--- src/rtl/opd_pkg.sv ---
package opd_pkg;

  typedef enum logic [2:0] {
    S_IDLE,
    S_DECODE_COUNT,
    S_CALL_MODE,
    S_WAIT_RETURN,
    S_NEXT_OPERAND,
    S_DISPATCH,
    S_EXECUTE
  } opd_state_e;

  localparam int MODE_W      = 3;
  localparam int NUM_MODES   = 1 << MODE_W;
  localparam int LEGAL_MODES = 6;

  // Start address of an entry in an evenly strided microcode region.
  function automatic int strided_addr(input int base, input int index, input int stride);
    return base + index * stride;
  endfunction

  function automatic bit mode_legal(input int mode);
    return mode < LEGAL_MODES;
  endfunction

endpackage

--- src/rtl/opd_field_split.sv ---
module opd_field_split #(
  parameter int REG_W   = 3,
  parameter int INSN_W  = 4,
  parameter int MAX_OPS = 2,
  parameter int CNT_W   = 2,
  parameter int IW      = 18
) (
  input  logic [IW-1:0]                             word_i,
  output logic [CNT_W-1:0]                          count_o,
  output logic [MAX_OPS-1:0][opd_pkg::MODE_W-1:0]   mode_o,
  output logic [MAX_OPS-1:0][REG_W-1:0]             reg_o,
  output logic [INSN_W-1:0]                         insn_o
);
  localparam int OPF_W = opd_pkg::MODE_W + REG_W;

  assign count_o = word_i[IW-1 -: CNT_W];
  assign insn_o  = word_i[INSN_W-1:0];

  // Operand 0 sits just below the count field, later operands follow downward.
  for (genvar k = 0; k < MAX_OPS; k++) begin : g_opnd
    localparam int BASE = INSN_W + (MAX_OPS - 1 - k) * OPF_W;
    assign mode_o[k] = word_i[BASE+OPF_W-1 -: opd_pkg::MODE_W];
    assign reg_o[k]  = word_i[BASE+REG_W-1 -: REG_W];
  end
endmodule

--- src/rtl/opd_mode_map.sv ---
module opd_mode_map #(
  parameter int UA_W       = 8,
  parameter int SUB_BASE   = 128,
  parameter int SUB_STRIDE = 8
) (
  input  logic [opd_pkg::MODE_W-1:0] mode_i,
  output logic [UA_W-1:0]            start_o,
  output logic                       legal_o
);
  logic [UA_W-1:0] table_q [opd_pkg::NUM_MODES];
  logic            ok_q    [opd_pkg::NUM_MODES];

  for (genvar m = 0; m < opd_pkg::NUM_MODES; m++) begin : g_entry
    assign table_q[m] = UA_W'(opd_pkg::strided_addr(SUB_BASE, m, SUB_STRIDE));
    assign ok_q[m]    = opd_pkg::mode_legal(m);
  end

  assign start_o = table_q[mode_i];
  assign legal_o = ok_q[mode_i];
endmodule

--- src/rtl/opd_exec_map.sv ---
module opd_exec_map #(
  parameter int INSN_W      = 4,
  parameter int UA_W        = 8,
  parameter int EXEC_BASE   = 0,
  parameter int EXEC_STRIDE = 4
) (
  input  logic [INSN_W-1:0] insn_i,
  output logic [UA_W-1:0]   start_o
);
  assign start_o = UA_W'(opd_pkg::strided_addr(EXEC_BASE, int'(insn_i), EXEC_STRIDE));
endmodule

--- src/rtl/operand_dispatcher.sv ---
module operand_dispatcher #(
  parameter int REG_W       = 3,
  parameter int INSN_W      = 4,
  parameter int UA_W        = 8,
  parameter int MAX_OPS     = 2,
  parameter int SUB_BASE    = 128,
  parameter int SUB_STRIDE  = 8,
  parameter int EXEC_BASE   = 0,
  parameter int EXEC_STRIDE = 4,
  localparam int CNT_W      = $clog2(MAX_OPS + 2),
  localparam int IDX_W      = (MAX_OPS > 1) ? $clog2(MAX_OPS) : 1,
  localparam int IW         = CNT_W + MAX_OPS * (opd_pkg::MODE_W + REG_W) + INSN_W
) (
  input  logic              clk,
  input  logic              rst,
  input  logic              ir_load,
  input  logic [IW-1:0]     ir_word,
  output logic              idle,
  output logic              call_valid,
  output logic [UA_W-1:0]   call_addr,
  input  logic              ret_strobe,
  output logic [REG_W-1:0]  reg_sel,
  output logic              reg_sel_valid,
  output logic [IDX_W-1:0]  latch_sel,
  output logic [MAX_OPS-1:0] latch_load,
  output logic              dispatch_valid,
  output logic [UA_W-1:0]   dispatch_addr,
  input  logic              eoi,
  output logic              decode_fault
);
  import opd_pkg::*;

  opd_state_e        state_q, state_d;
  logic [IW-1:0]     ir_q;
  logic [IDX_W-1:0]  idx_q;

  logic [CNT_W-1:0]                       count_f;
  logic [MAX_OPS-1:0][MODE_W-1:0]         mode_f;
  logic [MAX_OPS-1:0][REG_W-1:0]          reg_f;
  logic [INSN_W-1:0]                      insn_f;
  logic [MODE_W-1:0]                      cur_mode;
  logic                                   cur_legal;

  // Named internal events
  logic st_idle, st_decode, st_call, st_wait, st_next, st_disp, st_exec;
  logic ev_accept, ev_bad_count, ev_no_ops, ev_call, ev_bad_mode;
  logic ev_return, ev_last, ev_eoi;

  opd_field_split #(
    .REG_W(REG_W), .INSN_W(INSN_W), .MAX_OPS(MAX_OPS), .CNT_W(CNT_W), .IW(IW)
  ) u_split (
    .word_i(ir_q), .count_o(count_f), .mode_o(mode_f), .reg_o(reg_f), .insn_o(insn_f)
  );

  assign cur_mode = mode_f[idx_q];

  opd_mode_map #(
    .UA_W(UA_W), .SUB_BASE(SUB_BASE), .SUB_STRIDE(SUB_STRIDE)
  ) u_mode (
    .mode_i(cur_mode), .start_o(call_addr), .legal_o(cur_legal)
  );

  opd_exec_map #(
    .INSN_W(INSN_W), .UA_W(UA_W), .EXEC_BASE(EXEC_BASE), .EXEC_STRIDE(EXEC_STRIDE)
  ) u_exec (
    .insn_i(insn_f), .start_o(dispatch_addr)
  );

  assign st_idle   = (state_q == S_IDLE);
  assign st_decode = (state_q == S_DECODE_COUNT);
  assign st_call   = (state_q == S_CALL_MODE);
  assign st_wait   = (state_q == S_WAIT_RETURN);
  assign st_next   = (state_q == S_NEXT_OPERAND);
  assign st_disp   = (state_q == S_DISPATCH);
  assign st_exec   = (state_q == S_EXECUTE);

  assign ev_accept    = st_idle & ir_load;
  assign ev_bad_count = st_decode & (int'(count_f) > MAX_OPS);
  assign ev_no_ops    = st_decode & (count_f == '0);
  assign ev_call      = st_call & cur_legal;
  assign ev_bad_mode  = st_call & ~cur_legal;
  assign ev_return    = st_wait & ret_strobe;
  assign ev_last      = st_next & (int'(idx_q) == int'(count_f) - 1);
  assign ev_eoi       = st_exec & eoi;

  always_comb begin
    state_d = state_q;
    unique case (state_q)
      S_IDLE:         if (ev_accept) state_d = S_DECODE_COUNT;
      S_DECODE_COUNT: begin
        if (ev_bad_count)   state_d = S_IDLE;
        else if (ev_no_ops) state_d = S_DISPATCH;
        else                state_d = S_CALL_MODE;
      end
      S_CALL_MODE:    state_d = ev_bad_mode ? S_IDLE : S_WAIT_RETURN;
      S_WAIT_RETURN:  if (ev_return) state_d = S_NEXT_OPERAND;
      S_NEXT_OPERAND: state_d = ev_last ? S_DISPATCH : S_CALL_MODE;
      S_DISPATCH:     state_d = S_EXECUTE;
      S_EXECUTE:      if (ev_eoi) state_d = S_IDLE;
      default:        state_d = S_IDLE;
    endcase
  end

  always_ff @(posedge clk) begin
    if (rst) begin
      state_q <= S_IDLE;
      ir_q    <= '0;
      idx_q   <= '0;
    end else begin
      state_q <= state_d;
      if (ev_accept) ir_q <= ir_word;
      if (st_decode) idx_q <= '0;
      else if (st_next && !ev_last) idx_q <= idx_q + 1'b1;
    end
  end

  for (genvar k = 0; k < MAX_OPS; k++) begin : g_load
    assign latch_load[k] = ev_return & (int'(idx_q) == k);
  end

  assign idle           = st_idle;
  assign call_valid     = ev_call;
  assign reg_sel_valid  = st_call | st_wait;
  assign reg_sel        = reg_f[idx_q];
  assign latch_sel      = idx_q;
  assign dispatch_valid = st_disp;
  assign decode_fault   = ev_bad_count | ev_bad_mode;

endmodule

--- config.mk ---
export PLATFORM = sky130hd
export DESIGN_NAME = operand_dispatcher
export DESIGN_NICKNAME = d
export VERILOG_FILES = /design/src/rtl/opd_pkg.sv /design/src/rtl/opd_field_split.sv /design/src/rtl/opd_mode_map.sv /design/src/rtl/opd_exec_map.sv /design/src/rtl/operand_dispatcher.sv
export SDC_FILE = /design/constraint.sdc
export NUM_CORES = 1
export LEC_CHECK = 0
export BUFFER_PORTS_ARGS = -buffer_cell sky130_fd_sc_hd__buf_2
export CAP_MARGIN = 20
export CORE_MARGIN = 2
export CORE_UTILIZATION = 30
export CTS_CLUSTER_DIAMETER = 50
export CTS_CLUSTER_SIZE = 8
export DETAILED_ROUTE_END_ITERATION = 8
export PLACE_DENSITY = 0.63
export SLEW_MARGIN = 20
export SYNTH_ARGS = -nofsm -noshare
export SYNTH_HDL_FRONTEND = slang
export SYNTH_SLANG_ARGS = --single-unit
--- constraint.sdc ---
create_clock -name clk -period 1.2 [get_ports clk]
set_input_delay 0.12 -clock clk [delete_from_list [all_inputs] [get_ports clk]]
set_output_delay 0.12 -clock clk [all_outputs]
set_load 0.01 [all_outputs]
# ---- Word-level counts from Yosys, hierarchy flattened
# Memories as Yosys holds them, arrays and structs flattened.
# Index checks and enable logic that the tools add are counted.
dict set report totals {
  ramBits 0
  output_inout_bits 27
  latchBits 0
  ff_bits 22
  romBits 72
  inputBits 23
  memories 2
}
dict set report op_classes {
  mux 16
  shifts 0
  eq_ne 10
  addsub 2
  n_reduce_logical 6
  div 0
  mul 0
  magnitude_cmp 3
  n_bitwise 15
}
# name words width read_ports rd_ports_with_merged_regs write_ports line
set memory_table {}
lappend memory_table {{(no name shown)} 8 8 1 0 0 opd_mode_map.sv:18} ;# assign start_o = table_q[mode_i];
lappend memory_table {{(no name shown)} 8 1 1 0 0 opd_mode_map.sv:19} ;# assign legal_o = ok_q[mode_i];
# operator count
set op_table {}
lappend op_table {{$mux W3} 10}
lappend op_table {{$pmux W3 S7} 1}
lappend op_table {{$mux W8} 2}
lappend op_table {{$and A1 B1 Y1} 10}
lappend op_table {{$eq A3 B3 Y1 const B} 3}
lappend op_table {{$eq A3 B2 Y1 const B} 2}
lappend op_table {{$ne A2 B1 Y1 const B} 3}
lappend op_table {{$ge A4 B4 Y1 const B} 1}
lappend op_table {{$not A3 Y4} 1}
lappend op_table {{$eq A2 B3 Y1} 1}
lappend op_table {{$eq A3 B1 Y1 const B} 1}
lappend op_table {{$logic_not A3 Y1} 1}
lappend op_table {{$reduce_and A3 Y1} 1}
lappend op_table {{$sub A2 B1 Y3 const B} 1}
lappend op_table {{$gt A2 B2 Y1 const B} 1}
lappend op_table {{$logic_not A2 Y1} 1}
lappend op_table {{$lt A1 B2 Y1 const B} 1}
lappend op_table {{$mux W1} 2}
lappend op_table {{$mux W2} 1}
lappend op_table {{$not A1 Y1} 2}
lappend op_table {{$or A1 B1 Y1} 2}
lappend op_table {{$reduce_or A2 Y1} 1}
lappend op_table {{$add A1 B1 Y1 const B} 1}
lappend op_table {{$logic_and A1 B1 Y1} 1}
lappend op_table {{$logic_not A1 Y1} 1}

# ---- Depth between registers and ports, before layout
# Gate-level depths: netlist (run 1).
dict set report logic_depth {
  ltp_word 10
  ltp_mapped 6
  depth_no_buf 6
}

# ---- Hierarchy
# A second synthesis (run 1) with hierarchy kept.
dict set report hier_totals {
  hier_cells 185
  hier_area_um2 1430.1
}
# module n_inst cells_each area_per_inst_um2
set by_module_without_submodules {}
lappend by_module_without_submodules {operand_dispatcher 1 147 1159.9}
lappend by_module_without_submodules {opd_field_split 1 18 135.1}
lappend by_module_without_submodules {opd_mode_map 1 11 71.3}
lappend by_module_without_submodules {opd_exec_map 1 9 63.8}

# ---- Worst setup path after synthesis (run 1)
# No wires, ideal clock.
dict set report synth_timing {
  kind {reg-to-reg}
  start {register ir_q[16]}
  end {register state_q[2]}
  setup_slack_ns -0.145
  stages_incl_launch_ff 6
  t_required_ns 1.097
  arrival_time_ns 1.242
  synth_period_minus_slack_ns 1.345
  setup_ns 0.103
  cell_sequence {dfxtp_1 -> inv_1 -> ha_1 -> nor3b_4 -> a21oi_2 -> a2111oi_2}
}
dict set report synth_between {
  elab_chain_cells 5
  word_cells_on_any_way 11
}
# element line
set synth_lines {}
lappend synth_lines {{from (decl)} operand_dispatcher.sv:34} ;# logic [IW-1:0] ir_q;
lappend synth_lines {{from (signal assigned)} operand_dispatcher.sv:111} ;# if (ev_accept) ir_q <= ir_word;
lappend synth_lines {{$sub A2 B1 Y3 or $logic_not A2 Y1 (tied branches)} {operand_dispatcher.sv:83, operand_dispatcher.sv:79}}
lappend synth_lines {{$eq A2 B3 Y1 or $and A1 B1 Y1 (tied branches)} {operand_dispatcher.sv:83, operand_dispatcher.sv:79}}
lappend synth_lines {{$and A1 B1 Y1 or $mux W3 (tied branches)} {operand_dispatcher.sv:83, operand_dispatcher.sv:92}}
lappend synth_lines {{$mux W3, on equally long branches} {operand_dispatcher.sv:97, operand_dispatcher.sv:91}}
lappend synth_lines {{$pmux W3 S7 *} operand_dispatcher.sv:88} ;# unique case (state_q)
lappend synth_lines {{to (signal assigned)} operand_dispatcher.sv:110} ;# state_q <= state_d;
lappend synth_lines {{to (decl)} operand_dispatcher.sv:33} ;# opd_state_e state_q, state_d;
# Every way passes the cells marked *; elsewhere a longest branch is shown, timed or not.
# A chain may end at the register's enable or synchronous reset.

# ---- Worst setup path after layout (run 1)
dict set report layout_timing {
  start {register idx_q (netlist: latch_sel)}
  end {output call_addr[3]}
}
dict set report layout_between {
  elab_chain_cells 6
}
# element line
set layout_lines {}
lappend layout_lines {{from (decl)} operand_dispatcher.sv:35} ;# logic [IDX_W-1:0] idx_q;
lappend layout_lines {{from (signal assigned)} operand_dispatcher.sv:113} ;# else if (st_next && !ev_last) idx_q <= idx_q + 1'b1;
lappend layout_lines {{$mux W3 (implied by the code) (2 in series)} operand_dispatcher.sv:55} ;# assign cur_mode = mode_f[idx_q];
lappend layout_lines {{$not A3 Y4 (implied by the code)} opd_mode_map.sv:18}
lappend layout_lines {{$mem_v2 Z8 W8} n/a}
lappend layout_lines {{$mux W8 (implied by the code) (2 in series)} opd_mode_map.sv:18}
lappend layout_lines {{to (decl)} operand_dispatcher.sv:20} ;# output logic [UA_W-1:0] call_addr,
# No other way between the ends. The select of a mux whose other input is x is not followed.

==> reports/qor.log, run 1 <==
INFO  cts            clock_sink_count=22
INFO  cts            cts.htree.levels=1
INFO  floorplanning  core=3970um^2
INFO  setup_path     critical_path_class=flop to primary output
INFO  grt            gr-usage-met1=18.0%
INFO  synthesis      summed_instance_area_of_the_synthesized_netlist=1230um^2
INFO  final_layout   insertedDiodeCount=0
INFO  grt            gr-max-usage-layer=met2
INFO  power          totalPowerFinal=2690uW
INFO  worst_hold_path min_path_type=primary input to flop
INFO  cts            clockRootBuffer=clkbuf_8
INFO  detailed_routing remaining_drc_errors=0
INFO  placed_design  placement.io_buffers=40
INFO  status         failed_checks=setup timing
INFO  sta            tightest_slew=0.589ns
INFO  setup_path     critical_path.startpoint_type=flop
INFO  sta            hold-worst-slack=0.0860ns
INFO  synthesis      yosys_register_bits=22
INFO  placed_design  place_congestion=0.823
INFO  synthesis      yosys-top-cells-area=dfxtp_1, nand2_1, buf_4, a21oi_1, mux2_2
INFO  cts            worst_skew_pair.late_latency=0.26ns
INFO  placed_design  hpwl=2110um
INFO  sta            final.period_utilization=114%
INFO  sta            final_critical_path_required_period=1.37ns
INFO  sta            slew_viol_final=0
INFO  detailed_routing num_vias=1236
INFO  grt            groute.layer.met3.usage=2.63%
INFO  synthesis      synth-warning-count=0
INFO  grt            grt_pass1_vias=1056
INFO  floorplanning  die_w=68.1um
INFO  detailed_routing total_wirelength_of_the_detailed_routed_design=3330um
INFO  synthesis      ys_top_cells_by_count=nand2_1, dfxtp_1, a21oi_1
INFO  setup_path     timing.rr.start=ir_q[16]
INFO  cts            cts_hold_buf=0
INFO  grt            grt_pass1_wl=4760um
INFO  cts            cts_buffers=3
INFO  floorplanning  fp.dieArea=4640um^2
INFO  setup_path     timing.critical_path.required=1.08ns
INFO  setup_path     critPathCapture=call_addr[3]
INFO  grt            gr-usage-met2=22.0%
INFO  synthesis      synth_edf_count=0
INFO  final_layout   finalCoreUtilization=51.1%
INFO  power          cellLeakagePower=0.000910uW
INFO  detailed_routing firstDrtPassIters=4
INFO  sta            final.setup_skew=0.00461ns
INFO  setup_path     timing.reg2reg.setup_slack=-0.12ns
INFO  synthesis      ys_types=33
INFO  grt            pin_count_of_the_biggest_net_entering_global_routing=24
INFO  detailed_routing ant_nets=0
INFO  synthesis      async_flop_share=0%
INFO  power          power.density=1330nW/um^2
INFO  floorplanning  floorplan.io_pins=50
INFO  sta            number_of_setup_violations_in_the_final_report=32
INFO  setup_path     critical_path.max_fanout=6
INFO  cts            path_clk_slew=0.08ns
INFO  grt            overflow=0
INFO  synthesis      top_cell_type_by_total_area_after_synthesis=dfxtp_1
INFO  grt            grt.total_usage=13.8%
INFO  final_layout   layout-drive-gt1-share=63.7%
INFO  synthesis      yosysMostFrequentCell=nand2_1
INFO  synthesis      dominantRegCellSynth=dfxtp_1
INFO  setup_path     worst-r2r-cell-count=5
INFO  floorplanning  die_ht=68.1um
INFO  status         run_status=complete, but fails checks
INFO  floorplanning  floorplan.rows=23
INFO  sta            grt_setup_unrepaired=true
INFO  flow_run       max_cap_violations=0
INFO  grt            grt_antenna_before_repair=0
INFO  sta            timing_hold_violations_final=0
INFO  cts            max-clock-path-buffers=2
INFO  detailed_routing drt_iter0_markers=53
INFO  synthesis      sequential_fraction_of_the_synthesis_area=35.7%
INFO  power          peakVddDrop=0.744mV
INFO  setup_path     cp-end-kind=primary output
INFO  detailed_routing avgRoutedWirePerCell=12.7um
INFO  synthesis      postSynthCellCount=161
INFO  final_layout   fin_area=2030um^2
INFO  synthesis      netlist.area_leader.share=35.7%
INFO  floorplanning  initial_core_utilization=31.0%
INFO  sta            fmaxAchievable=0.730GHz
INFO  placed_design  placedInstanceArea=1530um^2
INFO  setup_path     arrival=1.25ns
INFO  synthesis      post_synth.cell_area_avg=7.65um^2
INFO  setup_path     regToRegEndpoint=state_q[2]
INFO  final_layout   fill_cells=397
INFO  setup_path     crit_start=latch_sel
INFO  final_layout   synthToLayoutAreaGrowth=64.8%
INFO  sta            worst_slew_margin_rel=60.7%
INFO  final_layout   fin_nets=238
INFO  detailed_routing routed_via_density=4.72
INFO  sta            setup_ws=-0.170ns
INFO  cts            clock_tree_from_tritoncts=built
-- logic make-up after synthesis --
family / after synthesis / synth area share (%)
AO/OA/AOI/OAI: 36 / 18.3
other: 2 / 0.609
buffers and inverters: 29 / 13.7
XOR/XNOR: 1 / 0.711
AND/OR/NAND/NOR: 62 / 22.6
multiplexers: 7 / 6.29
adder cells (fa/ha/maj): 2 / 2.03
flip-flops: 22 / 35.7
-- flip-flops by register name (all words and copies together), names as in the netlist --
| name | count |
|---|---|
| ir_q | 18 |
| state_q | 3 |
| latch_sel | 1 |
-- cell type report --
type / instances / area, um^2 / share of cell area, %
Clock inverter: 1 / 30.0 / 1.48
Clock buffer: 3 / 41.3 / 2.03
Timing Repair Buffer: 62 / 488 / 24.0
Sequential cell: 22 / 463 / 22.8
Tap cell: 50 / 62.6 / 3.08
Multi-Input combinational cell: 117 / 912 / 44.9
Inverter: 7 / 33.8 / 1.66
-- per-layer routing --
layer	part of all wire, %	routed length, um
met1	43	1450
met2	52	1730
met3	3.3	109
met4	1.4	48
met5	0	0
-- critical path: stages, from the launching register on --
cell and delay, ns:
dfxtp_4 0.41, buf_6 0.15, mux2_4 0.31, buf_6 0.12
-- power by group --
| group | total, uW | switching, uW | internal [uW] |
|---|---|---|---|
| sequential | 907 | 87.4 | 819 |
| clock | 688 | 243 | 446 |
| combinational | 1100 | 542 | 557 |
-- worst min path at each step --
stage	depth (start not counted)	end	start	slack, ns
3_5_place_dp	3	ir_q[10]	ir_word[10]	0.37
3_3_place_gp	3	ir_q[17]	ir_word[17]	0.36
5_1_grt	3	ir_q[2]	ir_word[2]	0.07
6_report	3	ir_q[2]	ir_word[2]	0.09
2_1_floorplan	1	state_q[2]	rst	0.20
4_1_cts	3	ir_q[10]	ir_word[10]	0.07
-- timing repair --
action | 4_1_cts | 5_1_grt
pin swaps | 6 | 35
resized for setup | 35 | 54
endpoints found under the hold margin | 0 | 0
gates cloned | 0 | 3
setup buffers | 3 | 3
endpoints found under the setup margin | 34 | 34
-- stage by stage --
| stage | setup WS [ns] | TNS [ns] | cells |
|---|---|---|---|
| after floorplan | -0.0311 | -0.0384 | 168 |
| after global placement | -0.0730 | -0.301 | 249 |
| after detailed placement | -0.128 | -0.683 | 249 |
| after CTS | -0.180 | -1.85 | 256 |
| after global routing | -0.231 | -4.78 | 262 |
| final | -0.170 | -2.43 | 262 |
-- cell usage in the layout (no fill, tap or decap), drive strengths merged, types with 2 or more instances in the layout --
cell and n:
nand2 42, a211o 3, clkbuf 5, nor2 4
nor3 3, nand3 6, o211ai 2, dfxtp 22
inv 7, mux2 6, buf 60, ha 2
a31oi 2, conb 9, o21ai 3, a21oi 21
nand2b 3
(Power assumes the default switching activity.)
==> run 2, diff against run 1 <==
--- a/config.mk
+++ b/config.mk
@@ -5,6 +5,7 @@
 export SDC_FILE = /design/constraint.sdc
 export NUM_CORES = 1
 export LEC_CHECK = 0
+export ABC_AREA = 1
 export BUFFER_PORTS_ARGS = -buffer_cell sky130_fd_sc_hd__buf_2
 export CAP_MARGIN = 20
 export CORE_MARGIN = 2
@@ -12,7 +13,7 @@
 export CTS_CLUSTER_DIAMETER = 50
 export CTS_CLUSTER_SIZE = 8
 export DETAILED_ROUTE_END_ITERATION = 8
-export PLACE_DENSITY = 0.63
+export PLACE_DENSITY = 0.62
 export SLEW_MARGIN = 20
 export SYNTH_ARGS = -nofsm -noshare
 export SYNTH_HDL_FRONTEND = slang
==> run 2 against run 1 <==
  * The flow still finishes with violations (setup timing)
  * Critical path depth up 3
  * Clock-buffer cell count is 1 higher
  * Synthesized cell count rose by 8.7%
  * Fmax decreased by 2.6%
  * Global-route usage shrank 1.0 points
  * Wire length fell by 2.3%
  * Combinational power is 130% higher
  * Critical path type unchanged
  * First-iteration DRC count down 32%
  * Largest cell class unchanged
  * Worst hold slack improved by 0.035 ns
  * Core utilization shrank 6.0 points
==> reports/qor.log, run 2 <==
INFO  synthesis      netlist.area_leader.share=33.2% [-2.6 points]
INFO  floorplanning  floorplan.rows=24 [+4.3%]
INFO  synthesis      ys_top_cells_by_count=nand2_1, dfxtp_1, nand3_1
INFO  detailed_routing num_vias=1260 [+1.9%]
INFO  floorplanning  die_ht=70.5um [+3.6%]
INFO  setup_path     critical_path_class=flop to primary output
INFO  sta            final.setup_skew=0.00571ns [+0.00110 ns]
INFO  cts            cts_hold_buf=0 [unchanged]
INFO  synthesis      top_cell_type_by_total_area_after_synthesis=dfxtp_1
INFO  sta            fmaxAchievable=0.711GHz [-2.6%]
INFO  synthesis      yosys-top-cells-area=dfxtp_1, a21oi_2, buf_4, nand2_1, nand3_1
INFO  setup_path     cpMaxStageDelayCell=dfxtp_4
INFO  placed_design  placement.io_buffers=40 [unchanged]
INFO  sta            final.period_utilization=117% [+3.1 points]
INFO  synthesis      summed_instance_area_of_the_synthesized_netlist=1330um^2 [+7.7%]
INFO  detailed_routing total_wirelength_of_the_detailed_routed_design=3260um [-2.3%]
INFO  setup_path     path_common_cell=nand2_4
INFO  sta            slew_viol_final=0 [unchanged]
INFO  grt            grt_antenna_before_repair=0 [unchanged]
INFO  final_layout   largest_register=ir_q
INFO  setup_path     path_cells=inv_4 -> nand2_2 -> nand2_4 -> nand2_4 -> o32ai_2 -> buf_2
INFO  synthesis      yosys_register_bits=22 [unchanged]
INFO  floorplanning  die_w=70.5um [+3.6%]
INFO  setup_path     critPathCapture=decode_fault
INFO  final_layout   layout-drive-gt1-share=62.9% [-0.75 points]
INFO  floorplanning  fp.dieArea=4970um^2 [+7.2%]
INFO  setup_path     critical-path-max-stage-delay=0.37ns [-0.04 ns]
INFO  synthesis      yosysMostFrequentCell=nand2_1
INFO  flow_run       max_cap_violations=0 [unchanged]
INFO  final_layout   mostFrequentLayoutCells=buf_2, nand2_2, buf_4
INFO  floorplanning  core=4290um^2 [+8.1%]
INFO  detailed_routing ant_nets=0 [unchanged]
INFO  placed_design  dp_worst_setup_slack=-0.0569ns [+0.0712 ns]
INFO  cts            cts.htree.levels=1 [unchanged]
INFO  setup_path     worst-r2r-cell-count=9 [+4]
INFO  grt            grt_pass1_vias=1188 [+13%]
INFO  final_layout   synthToLayoutAreaGrowth=46.1%
INFO  synthesis      synth_edf_count=0 [unchanged]
INFO  detailed_routing drt_iter0_markers=36 [-32%]
INFO  detailed_routing routed_via_density=4.44 [-6.0%]
INFO  setup_path     timing.rr.start=ir_q[16]
INFO  placed_design  place_congestion=0.881 [+7.1%]
INFO  sta            final_critical_path_required_period=1.41ns [+0.0367 ns]
INFO  synthesis      postSynthCellCount=175 [+8.7%]
INFO  sta            timing_hold_violations_final=0 [unchanged]
INFO  setup_path     critical_path.max_fanout=5 [-1]
INFO  setup_path     timing.reg2reg.setup_slack=-0.08ns [+0.04 ns]
INFO  synthesis      sequential_fraction_of_the_synthesis_area=33.2% [-2.6 points]
INFO  worst_hold_path min_path_type=primary input to flop
INFO  power          peakVddDrop=0.815mV [+9.6%]
INFO  floorplanning  floorplan.io_pins=50 [unchanged]
INFO  power          cellLeakagePower=0.000889uW [-2.3%]
INFO  cts            worst_skew_pair.late_latency=0.27ns [about the same]
INFO  grt            grt_pass1_wl=5050um [+6.1%]
INFO  sta            setup_ws=-0.206ns [-0.0367 ns]
INFO  grt            pin_count_of_the_biggest_net_entering_global_routing=25 [+4.2%]
INFO  final_layout   final_common_cell=buf_2
INFO  synthesis      synth-warning-count=0 [unchanged]
INFO  setup_path     regToRegEndpoint=state_q[1]
INFO  detailed_routing avgRoutedWirePerCell=11.5um [-9.9%]
INFO  power          power.density=2150nW/um^2 [+62%]
INFO  detailed_routing remaining_drc_errors=0 [unchanged]
INFO  status         failed_checks=setup timing
INFO  final_layout   fin_nets=258 [+8.4%]
INFO  synthesis      dominantRegCellSynth=dfxtp_1
INFO  floorplanning  initial_core_utilization=30.9% [-0.12 points]
INFO  cts            max-clock-path-buffers=2 [unchanged]
INFO  status         run_status=complete, but fails checks
INFO  power          totalPowerFinal=4160uW [+55%]
INFO  sta            number_of_setup_violations_in_the_final_report=12 [-63%]
INFO  synthesis      async_flop_share=0% [unchanged]
INFO  setup_path     timing.critical_path.required=1.08ns [about the same]
INFO  cts            clockRootBuffer=clkbuf_8
INFO  cts            clock_tree_from_tritoncts=built
INFO  cts            cts_buffers=3 [unchanged]
INFO  synthesis      ys_types=28 [-15%]
INFO  detailed_routing firstDrtPassIters=3 [-1]
INFO  sta            grt_setup_unrepaired=true
INFO  setup_path     arrival=1.29ns [+0.04 ns]
INFO  setup_path     crit_start=latch_sel
INFO  setup_path     critical_path.startpoint_type=flop
INFO  cts            clock_sink_count=22 [unchanged]
INFO  final_layout   finalCoreUtilization=45.2% [-6.0 points]
INFO  synthesis      post_synth.cell_area_avg=7.59um^2 [-0.90%]
INFO  placed_design  hpwl=2190um [+3.7%]
INFO  cts            path_clk_slew=0.08ns [about the same]
INFO  grt            grt.total_usage=12.7% [-1.0 points]
INFO  setup_path     cp-end-kind=primary output
INFO  grt            overflow=0 [unchanged]
INFO  final_layout   largest_register_ff_count=18 [unchanged]
INFO  final_layout   insertedDiodeCount=0 [unchanged]
run 2: cell type report:
type	instances	area, um^2
Clock buffer	4	55.1
Fill cell	444	2350
Inverter	18	80.1
Multi-Input combinational cell	122	830
Sequential cell	22	453
Tap cell	52	65.1
Timing Repair Buffer	66	457
run 2: worst min path at each step:
stage / to / start / cells past startpoint / slack (ns)
2_1_floorplan: ir_q[16] / ir_word[16] / 2 / 0.28
3_3_place_gp: ir_q[13] / ir_word[13] / 3 / 0.39
3_5_place_dp: ir_q[13] / ir_word[13] / 3 / 0.39
4_1_cts: ir_q[1] / ir_word[1] / 3 / 0.12
5_1_grt: ir_q[3] / ir_word[3] / 3 / 0.12
6_report: ir_q[1] / ir_word[1] / 3 / 0.12
run 2: report_power, final:
group	internal, uW	switching (uW)
Sequential	949	144
Clock	293	249
Combinational	1190	1340
Total	2430	1730
run 2: cells by family after synthesis:
logic type | synth area share (%)
AND/OR/NAND/NOR | 29.2
AO/OA/AOI/OAI | 17.6
buffers and inverters | 17.5
flip-flops | 33.2
other | 0.566
adder cells (fa/ha/maj) | 1.88
run 2: metal layers:
| layer | up-vias | global-route usage (%) | share of wire [%] |
|---|---|---|---|
| met4 | 0 | 5.13 | 1.4 |
| li1 | 656 | - | - |
| met3 | 5 | 2.16 | 4.8 |
| met2 | 30 | 21.5 | 52 |
| met1 | 569 | 16.1 | 42 |
| met5 | - | 0 | 0 |
run 2: what timing repair did:
action	CTS	global route
setup endpoints to repair	15	20
gates cloned	0	0
gates resized for setup	21	46
setup buffers	7	8
pin swaps	8	12
run 2: critical path: cells and delay by family, from the launching register on:
family	cells	cell delay, ns
flip-flops	1	0.37
buffers and inverters	2	0.25
AO/OA/AOI/OAI	1	0.20
AND/OR/NAND/NOR	3	0.20
run 2: metrics by stage:
| step | cells | setup TNS [ns] | instance area, um^2 | hold slack [ns] |
|---|---|---|---|---|
| 3_5_place_dp | 267 | -0.0873 | 1580 | 0.394 |
| 2_1_floorplan | 182 | -0.000971 | 1370 | 0.277 |
| 6_report | 284 | -0.764 | 1940 | 0.121 |
| 3_3_place_gp | 267 | -0.0230 | 1580 | 0.388 |
| 5_1_grt | 284 | -2.05 | 1940 | 0.122 |
| 4_1_cts | 276 | -0.969 | 1720 | 0.116 |
==> run 3, diff against run 2 <==
--- a/config.mk
+++ b/config.mk
@@ -6,7 +6,7 @@
 export NUM_CORES = 1
 export LEC_CHECK = 0
 export ABC_AREA = 1
-export BUFFER_PORTS_ARGS = -buffer_cell sky130_fd_sc_hd__buf_2
+export BUFFER_PORTS_ARGS = -buffer_cell sky130_fd_sc_hd__clkbuf_2
 export CAP_MARGIN = 20
 export CORE_MARGIN = 2
 export CORE_UTILIZATION = 30
==> run 3 against run 2 <==
  * Largest cell class unchanged
  * Sequential share of layout area rose by 0.73 points
  * Clock power is 17% lower
  * Worst hold slack worse by 0.0083 ns
  * Die area stayed put
  * Sequential cell count is the same
  * The flow still finishes with violations (setup timing)
==> reports/qor.log, run 3 (same netlist as run 2, synthesis figures left out) <==
INFO  status         run_status=complete, but fails checks
INFO  status         failed_checks=setup timing
INFO  floorplanning  core=4290um^2 [unchanged]
INFO  sta            totalNegativeSetupSlack=-1.02ns [-0.258 ns]
INFO  detailed_routing firstDrtPassIters=4 [+1]
INFO  power          sw_frac_of_total=42.5% [+0.85 points]
INFO  placed_design  place_congestion=0.903 [+2.5%]
INFO  grt            grt.total_usage=12.6% [-0.19 points]
INFO  power          pwr-share-clk=11.2% [-1.8 points]
INFO  power          totalPowerFinal=4020uW [-3.5%]
INFO  final_layout   fill_cells=457 [+2.9%]
INFO  setup_path     critical_path.startpoint_type=flop
INFO  power          net-switching-power=1710uW [-1.5%]
INFO  floorplanning  floorplan.io_pins=50 [unchanged]
INFO  worst_hold_path min_path_type=primary input to flop
INFO  setup_path     timing.rr.start=ir_q[16]
INFO  cts            cts.htree.levels=1 [unchanged]
INFO  setup_path     timing.critical_path.required=1.08ns [about the same]
INFO  final_layout   mostFrequentLayoutCells=clkbuf_2, nand2_2, nand2_1
INFO  cts            path_clk_slew=0.08ns [about the same]
INFO  sta            grt_setup_unrepaired=true
INFO  power          cellLeakagePower=0.000866uW [-2.6%]
INFO  final_layout   multi_input_comb_area=816um^2 [-1.7%]
INFO  final_layout   insertedDiodeCount=0 [unchanged]
INFO  cts            max-clock-path-buffers=2 [unchanged]
INFO  floorplanning  die_w=70.5um [unchanged]
INFO  cts            cts_hold_buf=0 [unchanged]
INFO  detailed_routing num_vias=1268 [+0.63%]
INFO  final_layout   largest_register_ff_count=18 [unchanged]
INFO  final_layout   largest_register=ir_q
INFO  grt            overflow=0 [unchanged]
INFO  flow_run       max_cap_violations=0 [unchanged]
INFO  power          pwr-share-seq=27.2% [+0.9 points]
INFO  setup_path     arrival=1.25ns [-0.04 ns]
INFO  sta            final.setup_skew=0.00161ns [-0.00410 ns]
INFO  power          p_int=2310uW [-4.9%]
INFO  setup_path     timing.reg2reg.setup_slack=-0.05ns [+0.03 ns]
INFO  cts            worst_skew_pair.late_latency=0.26ns [about the same]
INFO  detailed_routing ant_nets=0 [unchanged]
INFO  cts            clockRootBuffer=clkbuf_8
INFO  worst_hold_path worst_hold_path_startpoint=ir_word[3]
INFO  floorplanning  die_ht=70.5um [unchanged]
INFO  final_layout   fin_nets=256 [-0.78%]
INFO  detailed_routing remaining_drc_errors=0 [unchanged]
INFO  placed_design  hpwl=2230um [+2.0%]
INFO  floorplanning  initial_core_utilization=30.9% [unchanged]
INFO  detailed_routing routed_via_density=4.51 [+1.7%]
INFO  detailed_routing avgRoutedWirePerCell=11.8um [+2.5%]
INFO  cts            clock_sink_count=22 [unchanged]
INFO  setup_path     cp-end-kind=primary output
INFO  sta            final.period_utilization=114% [-3.2 points]
INFO  final_layout   layout-drive-gt1-share=60.7% [-2.2 points]
INFO  floorplanning  floorplan.rows=24 [unchanged]
INFO  detailed_routing total_wirelength_of_the_detailed_routed_design=3300um [+1.4%]
INFO  floorplanning  fp.dieArea=4970um^2 [unchanged]
INFO  power          peakVddDrop=0.966mV [+18%]
INFO  cts            clock_tree_from_tritoncts=built
INFO  sta            timing_hold_violations_final=0 [unchanged]
INFO  worst_hold_path whs_path_depth=3 [unchanged]
INFO  setup_path     critical_path.max_fanout=4 [-1]
INFO  sta            fmaxAchievable=0.731GHz [+2.8%]
INFO  grt            grt_pass1_wl=5030um [-0.40%]
INFO  grt            grt_pass1_vias=1156 [-2.7%]
INFO  sta            slew_viol_final=0 [unchanged]
INFO  sta            setup_ws=-0.168ns [+0.0382 ns]
INFO  sta            number_of_setup_violations_in_the_final_report=11 [-1]
INFO  setup_path     worst-r2r-cell-count=9 [unchanged]
INFO  setup_path     critical_path_class=flop to primary output
INFO  grt            grt_antenna_before_repair=0 [unchanged]
INFO  final_layout   final_common_cell=clkbuf_2
INFO  grt            pin_count_of_the_biggest_net_entering_global_routing=25 [unchanged]
INFO  final_layout   synthToLayoutAreaGrowth=41.7%
INFO  detailed_routing drt_iter0_markers=42 [+17%]
INFO  final_layout   final-seq-area=453um^2 [unchanged]
INFO  sta            final_critical_path_required_period=1.37ns [-0.0382 ns]
INFO  power          pwr-share-comb=61.6% [+0.9 points]
INFO  power          power.density=2140nW/um^2 [-0.46%]
INFO  setup_path     regToRegEndpoint=state_q[1]
INFO  cts            cts_buffers=3 [unchanged]
INFO  placed_design  placement.io_buffers=40 [unchanged]
INFO  worst_hold_path min_delay_worst_endpoint=ir_q[3]
run 3: changes by cell type in the layout (fill, tap and decap cells not counted), sizes merged:
cell,delta
buf,-33
clkbuf,+29
clkinv,+1
inv,-1
nand2,+1
run 3: through the flow:
stage	setup WS [ns]	instances	utilization (%)	hold WS (ns)	instance area [um^2]
final	-0.168	281	43.8	0.112	1880
after global routing	-0.270	281	43.8	0.121	1880
after CTS	-0.184	273	39.7	0.108	1710
after detailed placement	-0.0600	267	36.7	0.389	1580
after global placement	-0.0212	267	36.7	0.388	1580
after floorplan	-0.000971	182	-	0.277	1370
run 3: layout make-up:
class | instances | share of cell area (%)
Tap cell | 52 | 3.46
Sequential cell | 22 | 24.1
Timing Repair Buffer | 63 | 22.6
Multi-Input combinational cell | 123 | 43.4
Inverter | 18 | 4.26
Clock buffer | 3 | 2.20
run 3: worst max-delay path by stage:
stage                         start           end  cells past startpoint
final                     latch_sel  decode_fault                      6
after global routing      latch_sel  decode_fault                      6
after CTS                 latch_sel  decode_fault                      6
after detailed placement   ir_q[16]    state_q[1]                      9
after global placement     ir_q[17]    state_q[1]                      9
after floorplan            ir_q[16]    state_q[1]                      9
run 3: what timing repair did:
| item | 4_1_cts | 5_1_grt |
|---|---|---|
| resized for setup | 24 | 42 |
| setup buffers | 4 | 7 |
| pin swaps | 7 | 7 |
| cloned | 0 | 2 |
| setup endpoints to repair | 18 | 20 |
run 3: power groups by stage:
| stage | Clock [uW] | Combinational [uW] | Sequential (uW) |
|---|---|---|---|
| final | 451 | 2470 | 1090 |
| after global routing | 504 | 2700 | 1120 |
| after CTS | 472 | 1980 | 1080 |
| after detailed placement | 0 | 1820 | 1070 |
| after global placement | 0 | 1800 | 1070 |
| after floorplan | 0 | 1440 | 1070 |
run 3: worst max-delay path: stages, from the launching register on:
cell and delay [ns]:
dfxtp_4 0.37, inv_4 0.06, nand2_2 0.04, nand2_2 0.07, nand2_2 0.07, o32ai_2 0.21, buf_2 0.17
run 3: per-layer routing:
layer  GRT usage, %  routed length [um]
met2           22.0                1690
met5              0                   0
met4           4.49                  21
met3           2.02                 150
met1           15.5                1440
